## config.mk

```make
export PLATFORM = sky130hd
export DESIGN_NAME = lrbo_supervisor
export DESIGN_NICKNAME = d
export VERILOG_FILES = /design/src/rtl/lrbo_pkg.sv /design/src/rtl/lrbo_persist.sv /design/src/rtl/lrbo_line_sel.sv /design/src/rtl/lrbo_bo_ctrl.sv /design/src/rtl/lrbo_supervisor.sv
export SDC_FILE = /design/constraint.sdc
export NUM_CORES = 1
export LEC_CHECK = 0
export ABC_AREA = 1
export BUFFER_PORTS_ARGS = -buffer_cell sky130_fd_sc_hd__buf_2
export CAP_MARGIN = 25
export CORE_MARGIN = 2
export CORE_UTILIZATION = 50
export DETAILED_ROUTE_END_ITERATION = 8
export GPL_TIMING_DRIVEN = 0
export PLACE_DENSITY_LB_ADDON = 0.1
export SLEW_MARGIN = 15
export SYNTH_ARGS = -nofsm -noshare
export SYNTH_HDL_FRONTEND = slang
export SYNTH_HIERARCHICAL = 1
export SYNTH_SLANG_ARGS = --single-unit
export TNS_END_PERCENT = 5
```

## constraint.sdc

```tcl
create_clock -name clk -period 1.6 [get_ports clk]
set_clock_uncertainty 0.15 [all_clocks]
set_input_delay 0 -clock clk [delete_from_list [all_inputs] [get_ports clk]]
set_output_delay 0 -clock clk [all_outputs]
set_load 0.03 [all_outputs]
```

## src/rtl/lrbo_pkg.sv

```systemverilog
package lrbo_pkg;
  localparam int GAIN_W = 8;

  typedef enum logic [1:0] {
    BO_OFF  = 2'd0,
    BO_RUN  = 2'd1,
    BO_RAMP = 2'd2
  } bo_state_e;

  function automatic logic [GAIN_W-1:0] pick_gain(
    input logic              low,
    input logic [GAIN_W-1:0] g_low,
    input logic [GAIN_W-1:0] g_high
  );
    return low ? g_low : g_high;
  endfunction
endpackage

```

## src/rtl/lrbo_persist.sv

```systemverilog
module lrbo_persist #(
  parameter int N = 8
) (
  input  logic clk,
  input  logic rst_n,
  input  logic cond,
  output logic hit
);
  localparam int CW = (N > 1) ? $clog2(N) : 1;
  localparam logic [CW-1:0] LIM = CW'(N - 1);

  logic [CW-1:0] cnt_q;

  always_ff @(posedge clk) begin
    if (!rst_n || !cond) cnt_q <= '0;
    else if (cnt_q != LIM) cnt_q <= cnt_q + 1'b1;
  end

  assign hit = cond && (cnt_q == LIM);
endmodule

```

## src/rtl/lrbo_line_sel.sv

```systemverilog
module lrbo_line_sel (
  input  logic clk,
  input  logic rst_n,
  input  logic go_high,
  input  logic wdg_hit,
  input  logic ll_hit,
  output logic low_line
);
  always_ff @(posedge clk) begin
    if (!rst_n) low_line <= 1'b0;
    else if (go_high || wdg_hit) low_line <= 1'b0;
    else if (ll_hit) low_line <= 1'b1;
  end
endmodule

```

## src/rtl/lrbo_bo_ctrl.sv

```systemverilog
module lrbo_bo_ctrl
  import lrbo_pkg::*;
(
  input  logic      clk,
  input  logic      rst_n,
  input  logic      exit_hi,
  input  logic      bo_hit,
  input  logic      trip,
  output bo_state_e state
);
  bo_state_e nxt;

  always_comb begin
    nxt = state;
    unique case (state)
      BO_OFF:  if (exit_hi) nxt = BO_RUN;
      BO_RUN:  if (bo_hit) nxt = BO_RAMP;
      BO_RAMP: begin
        if (exit_hi) nxt = BO_RUN;
        else if (trip) nxt = BO_OFF;
      end
      default: nxt = BO_OFF;
    endcase
  end

  always_ff @(posedge clk) begin
    if (!rst_n) state <= BO_OFF;
    else state <= nxt;
  end
endmodule

```

## src/rtl/lrbo_supervisor.sv

```systemverilog
module lrbo_supervisor
  import lrbo_pkg::*;
#(
  parameter int LL_CYC  = 2500000,
  parameter int BO_CYC  = 5000000,
  parameter int WDG_CYC = 50000000,
  parameter logic [GAIN_W-1:0] GAIN_LL = 8'd5,
  parameter logic [GAIN_W-1:0] GAIN_HL = 8'd2
) (
  input  logic              clk,
  input  logic              rst_n,
  input  logic              above_hl,
  input  logic              below_ll,
  input  logic              above_bo_exit,
  input  logic              below_bo_enter,
  input  logic              boost_en,
  input  logic              sw_active,
  input  logic              static_ovp_trip,
  output logic              low_line,
  output logic [GAIN_W-1:0] ton_gain,
  output logic              fb_offset_en,
  output logic              bo_fault,
  output logic              ramp_req,
  output logic              off_state
);
  // named internal events
  logic ll_cond, ll_hit, wdg_cond, wdg_hit, bo_cond, bo_hit;
  bo_state_e bo_state;

  assign ll_cond  = below_ll && !above_hl;
  assign wdg_cond = boost_en && !sw_active;
  assign bo_cond  = below_bo_enter && (bo_state == BO_RUN);

  lrbo_persist #(.N(LL_CYC)) u_ll_timer (
    .clk(clk), .rst_n(rst_n), .cond(ll_cond), .hit(ll_hit));

  lrbo_persist #(.N(WDG_CYC)) u_wdg_timer (
    .clk(clk), .rst_n(rst_n), .cond(wdg_cond), .hit(wdg_hit));

  lrbo_persist #(.N(BO_CYC)) u_bo_timer (
    .clk(clk), .rst_n(rst_n), .cond(bo_cond), .hit(bo_hit));

  lrbo_line_sel u_line (
    .clk(clk), .rst_n(rst_n), .go_high(above_hl),
    .wdg_hit(wdg_hit), .ll_hit(ll_hit), .low_line(low_line));

  lrbo_bo_ctrl u_bo (
    .clk(clk), .rst_n(rst_n), .exit_hi(above_bo_exit),
    .bo_hit(bo_hit), .trip(static_ovp_trip), .state(bo_state));

  assign ton_gain     = pick_gain(low_line, GAIN_LL, GAIN_HL);
  assign fb_offset_en = low_line && boost_en;
  assign bo_fault     = (bo_state != BO_RUN);
  assign ramp_req     = (bo_state == BO_RAMP);
  assign off_state    = (bo_state == BO_OFF);
endmodule

```

==> Yosys cells after proc, flatten, opt, wreduce, memory -nomap -nowiden <==
Index checks and enable logic that the tools add are counted.
{ "classes": {"add_sub_neg": 3, "n_eq_ne": 12, "reduce_logical": 20, "mux": 6, "bitwise_logic": 1} }
{ "op_table": {"columns": ["operator", "n"], "rows": [
  ["26-bit by 1-bit adder with 26-bit output, second input constant", 1],
  ["26-bit == test, second input constant", 1],
  ["26-bit inequality test, second input constant", 1],
  ["23-bit by 1-bit adder with 23-bit output, second input constant", 1],
  ["23-bit == test, second input constant", 1],
  ["23-bit inequality test, second input constant", 1],
  ["22-bit by 1-bit adder with 22-bit output, second input constant", 1],
  ["22-bit == test, second input constant", 1],
  ["22-bit inequality test, second input constant", 1],
  ["2-bit 2-to-1 mux", 4],
  ["1-bit logical AND", 7],
  ["1-bit logical NOT", 6],
  ["2-bit one-hot mux with 3 select lines", 1],
  ["1-bit logical OR", 4],
  ["2-bit inequality test, second input constant", 2],
  ["3-bit 2-to-1 mux", 1],
  ["3-bit inequality test, second input constant", 1],
  ["3-bit AND reduction", 1],
  ["2-bit by 1-bit == test with 1-bit output, second input constant", 1],
  ["2-bit == test, second input constant", 1],
  ["2-bit logical NOT", 1],
  ["2-bit by 1-bit inequality test with 1-bit output, second input constant", 1],
  ["2-bit OR reduction", 1],
  ["1-bit inverter", 1]
]} }
{ "word_totals": {"regBits": 74} }

==> Longest topological paths before layout <==
{ "depth": {"depth_word": 5, "mapped_depth": 9} }

==> By module <==
Netlist, hierarchy kept.
{ "by_module_without_submodules": {"columns": ["mod", "instances", "area_per_inst_um2", "seq_area_each_um2", "cells_each"], "rows": [
  ["lrbo_persist (u_wdg_timer)", 1, 1476.4, 520.5, 240],
  ["lrbo_persist (u_ll_timer)", 1, 1363.8, 440.4, 215],
  ["lrbo_persist (u_bo_timer)", 1, 1331.3, 460.4, 213],
  ["lrbo_supervisor", 1, 110.1, 0.0, 21],
  ["lrbo_bo_ctrl", 1, 92.6, 40.0, 13],
  ["lrbo_line_sel", 1, 35.0, 20.0, 5]
]} }

==> Worst setup path before layout <==
No wires, ideal clock.
{ "synth_path": {"path_type": "register to register", "start": "register u_bo_timer.cnt_q[0]", "end": "register u_bo.state[1]", "arrival_ns": 1.383, "synth_period_minus_slack_ns": 1.599, "path_stages_with_launch": 10, "slack_ns": 0.001, "cell_sequence": "dfxtp_1 ha_1 nand2_1 nor2_1 nand2_1 nor2_2 nand3_1 nor2_1 nand3_1 a21oi_2"} }
{ "synth_via": {"elab_chain_len": 4} }
{ "synth_rtl": {"columns": ["item", "line", "rtl"], "rows": [
  ["start, declared", "lrbo_persist.sv:12", "logic [CW-1:0] cnt_q;"],
  ["start signal, assigned", "lrbo_persist.sv:16", "else if (cnt_q != LIM) cnt_q <= cnt_q + 1'b1;"],
  ["23-bit == test", "lrbo_persist.sv:19", "assign hit = cond && (cnt_q == LIM);"],
  ["1-bit logical AND", "lrbo_persist.sv:19", null],
  ["net bo_hit", "lrbo_supervisor.sv:27", "logic ll_cond, ll_hit, wdg_cond, wdg_hit, bo_cond, bo_hit;"],
  ["2-bit inequality test (no source line)", null, null],
  ["3-bit AND reduction (no source line)", null, null],
  ["end signal, assigned", "lrbo_bo_ctrl.sv:28", "else state <= nxt;"],
  ["end, declared", "lrbo_bo_ctrl.sv:9", "output bo_state_e state"]
]} }
The timed path passes the listed nets, and every way through them passes these cells.
A chain may end at the register's enable or synchronous reset.

==> Worst setup path in the final report <==
{ "layout_path": {"start": "register u_ll_timer.cnt_q[1]", "end": "register u_ll_timer.cnt_q[16]"} }
{ "layout_via": {"elab_chain_len": 1} }
{ "layout_rtl": {"columns": ["item", "line"], "rows": [
  ["start, declared", "lrbo_persist.sv:12"],
  ["start signal, assigned", "lrbo_persist.sv:16"],
  ["22-bit by 1-bit adder with 22-bit output / 22-bit inequality test (equally long branches)", "lrbo_persist.sv:16"]
]} }
Several ways; a longest one is shown, not always the timed one.

==> results by group <==
Logic synthesis
  – Seq/Total Area, Yosys: 0.336
  – Yosys Warn Count: 6
  – Cells after Synth: 707
  – Cell taking the most area after synthesis: dfxtp_1
  – Async set-or-reset flop fraction in the synthesized netlist: 0
  – Area contributors post-synth: dfxtp_1 (34%), nand2_1 (15%), nor2_1 (12%), inv_1 (7.6%), a21oi_1 (5.8%)
  – Syn Area/Cell: 6.24 sq um
  – Synth Flop Type: dfxtp_1
  – Area share of the largest cell type after synthesis: 0.336
  – Post-synth EDFFs: 0
  – Mapped Area: 4410 sq um
  – Distinct cells, synth: 30
  – Yosys reg bits: 74

Finish
  – # nets final: 770
  – Antenna diodes: 0
  – Ratio of cells with drive above 1 in the final layout: 0.193
  – Most frequent cells in the layout: nand2_1 (166), nor2_1 (135), inv_1 (89)
  – Syn-to-layout area delta: 17.9%
  – # fillers: 802
  – Commonest non-fill, non-tap cell in the layout: nand2_1
  – Final core utilization: 0.602

Die
  – Starting Density: 0.511
  – FP Rows: 34
  – Die ar.: 9590 sq um
  – Core footprint: 8640 sq um
  – Die Wd: 97.9 um
  – Die height: 97.9 um
  – I/O pin count: 22

Placement
  – PortBufs: 16
  – Final HPWL DP: 7800 um
  – Routability Congestion: 0.899

CTS
  – Clock sinks: 74
  – Clock Tree Root: clkbuf_8
  – CTS max path bufs: 2
  – Clk Latency, worst-skew pair: 350 ps
  – H-tree Lvls: 3
  – Reg clk slew, reported paths: 80 ps
  – CTS Buf Count: 9
  – CTS tree: yes

Timing
  – Fmax: 0.626 GHz
  – Unrepaired setup endpoints after global routing: yes
  – Final Hold Vio Count: 1
  – Final setup vio count: 0
  – Max-slew violation count: 0
  – Post-route minimum period: 1600 ps
  – Tcrit/Tclk final: 0.999
  – Worst hold slack: -1.86 ps
  – Worst-margin pin slew: 568 ps
  – Max-slew headroom at the worst pin: 0.622

Run
  – Max-cap viol count: 0

Routing
  – Drt pass-1 iters: 5
  – Final wirelength: 10700 um
  – DRC Markers: 0
  – Vias: 4383
  – Via density: 5.03
  – Final antenna-violating net count: 0
  – WL/cell: 12.2 um
  – Starting DRT DRC Count: 192

Status
  – Status: complete, but fails checks
  – Failing checks: negative hold slack

Worst setup path
  – Worst R2R Start: u_ll_timer/cnt_q[1]
  – CP endpoint kind: flop
  – CP max stage cell: dfxtp_4
  – Crit path cell chain: ha_4 -> nand2_2 -> nor2_8 -> buf_12 -> nand2_2 -> nor2_4 -> nand2_1 -> o21ai_1 -> nor2_1
  – Worst EP required: 1690 ps
  – CP Launch Type: flop
  – R2r worst-path depth: 9
  – CP arrival: 1690 ps
  – Max Fanout on Critical Path: 5
  – Worst reg2reg setup slack: 2 ps
  – WS Path Type: reg -> reg
  – R2R Path End: u_ll_timer/cnt_q[16]
  – Most numerous cell on the critical path: nand2_2
  – Biggest cell delay along the critical path: 370 ps

Hold path
  – Hold WC Path Type: in -> reg
  – Hold_sp: sw_active
  – WHS Path Cells: 6
  – Endpoint, Worst Hold: u_wdg_timer/cnt_q[9]

Power
  – Lkg Pwr: 0.00168 uW
  – Power Total: 3460 uW
  – Pwr/cell area: 666 nW/um^2
  – Maximum ir drop on the vdd rail: 0.416 mV

GRT
  – Global-route wire length before repair: 18300 um
  – Vias in the first global route: 4140
  – Global Route Usage Sum: 0.231
  – Initial antenna violation count: 0
  – Total congestion overflow: 0
  – Largest net degree at the start of global routing: 13
routing by layer:
metal | vias up | global-route usage | share of wire
met5 | - | 0 | 0
met4 | 0 | 0.113 | 0.023
met3 | 19 | 0.0344 | 0.047
met2 | 106 | 0.380 | 0.48
met1 | 1955 | 0.296 | 0.45
li1 | 2303 | - | -
worst max-delay path, delay by kind of cell (launching register included):
kind / cells / cell delay (ps)
buffers and inverters: 1 / 120
DFF: 1 / 370
AOI/OAI and AO/OA: 1 / 110
and+or+nand+nor: 6 / 580
adders and majority gates: 1 / 160
sequential cells by signal (all words and copies together), names as in the netlist:
signal,count
u_bo_timer/cnt_q,23
u_bo/state,2
u_wdg_timer/cnt_q,26
u_line/low_line,1
u_ll_timer/cnt_q,22
where the power goes:
part / switching [uW] / internal (uW)
logic: 87.7 / 53.9
registers: 7.83 / 1840
clock network: 713 / 759
total: 808 / 2650
cell usage after synthesis (2+ instances only):
library cell	count
a21oi_1	51
buf_2	2
buf_4	7
clkbuf_1	4
dfxtp_1	74
ha_1	3
inv_1	89
inv_2	3
nand2_1	171
nand2_2	10
nand3_1	46
nand3_2	8
nand3b_1	3
nand4_1	13
nor2_1	144
nor2_2	19
nor2_4	8
nor3_1	4
o21ai_0	22
o21ai_1	2
xnor2_1	9
xor2_1	7
kinds of logic after synthesis:
group | share of synthesized area
compound gates | 0.0888
other cells | 0.000850
xor+xnor | 0.0318
flops | 0.336
fa+ha+maj | 0.00851
buf+inv | 0.0982
simple gates | 0.436
area by class of cell:
type,instances,area (sq um),area share
clock buffer,11,141,0.0272
clock inverter,5,53.8,0.0103
timing repair buffer,36,260,0.0501
multi-input combinational,530,2660,0.511
buffer,14,86.3,0.0166
inverter,93,352,0.0676
tap,108,135,0.0260
sequential,74,1510,0.291
worst max path at each step:
| stage | startpoint | to | slack (ps) |
|---|---|---|---|
| 2_1_floorplan | u_bo_timer/cnt_q[0] | u_bo/state[1] | 0.8 |
| 3_3_place_gp | u_bo_timer/cnt_q[0] | u_bo/state[1] | -250 |
| 3_5_place_dp | u_bo_timer/cnt_q[0] | u_bo/state[1] | -290 |
| 4_1_cts | u_wdg_timer/cnt_q[21] | u_wdg_timer/cnt_q[7] | 2 |
| 5_1_grt | u_ll_timer/cnt_q[1] | u_ll_timer/cnt_q[16] | -70 |
| 6_report | u_ll_timer/cnt_q[1] | u_ll_timer/cnt_q[16] | 2 |
per-stage QoR:
| stage | setup slack [ps] | std cells | hold slack, ps | setup TNS (ps) | cell area, sq um |
|---|---|---|---|---|---|
| 2_1_floorplan | 0.838 | 711 | -29.7 | 0 | 4420 |
| 3_3_place_gp | -252 | 835 | 117 | -2850 | 4640 |
| 3_5_place_dp | -291 | 835 | 123 | -3430 | 4640 |
| 4_1_cts | 2.00 | 865 | -16.1 | 0 | 5040 |
| 5_1_grt | -72.8 | 871 | 30.1 | -224 | 5200 |
| 6_report | 1.77 | 871 | -1.86 | 0 | 5200 |
what timing repair did:
| action | in CTS | in global routing |
|---|---|---|
| resized for setup | 23 | 36 |
| hold buffers | 7 | 0 |
| endpoints found under the setup margin | 36 | 44 |
| pin swaps | 9 | 12 |
| cloned | 0 | 0 |
| buffers inserted | 7 | 6 |
| hold endpoints to repair | 10 | 0 |
Power figures use the tool's default switching activity.
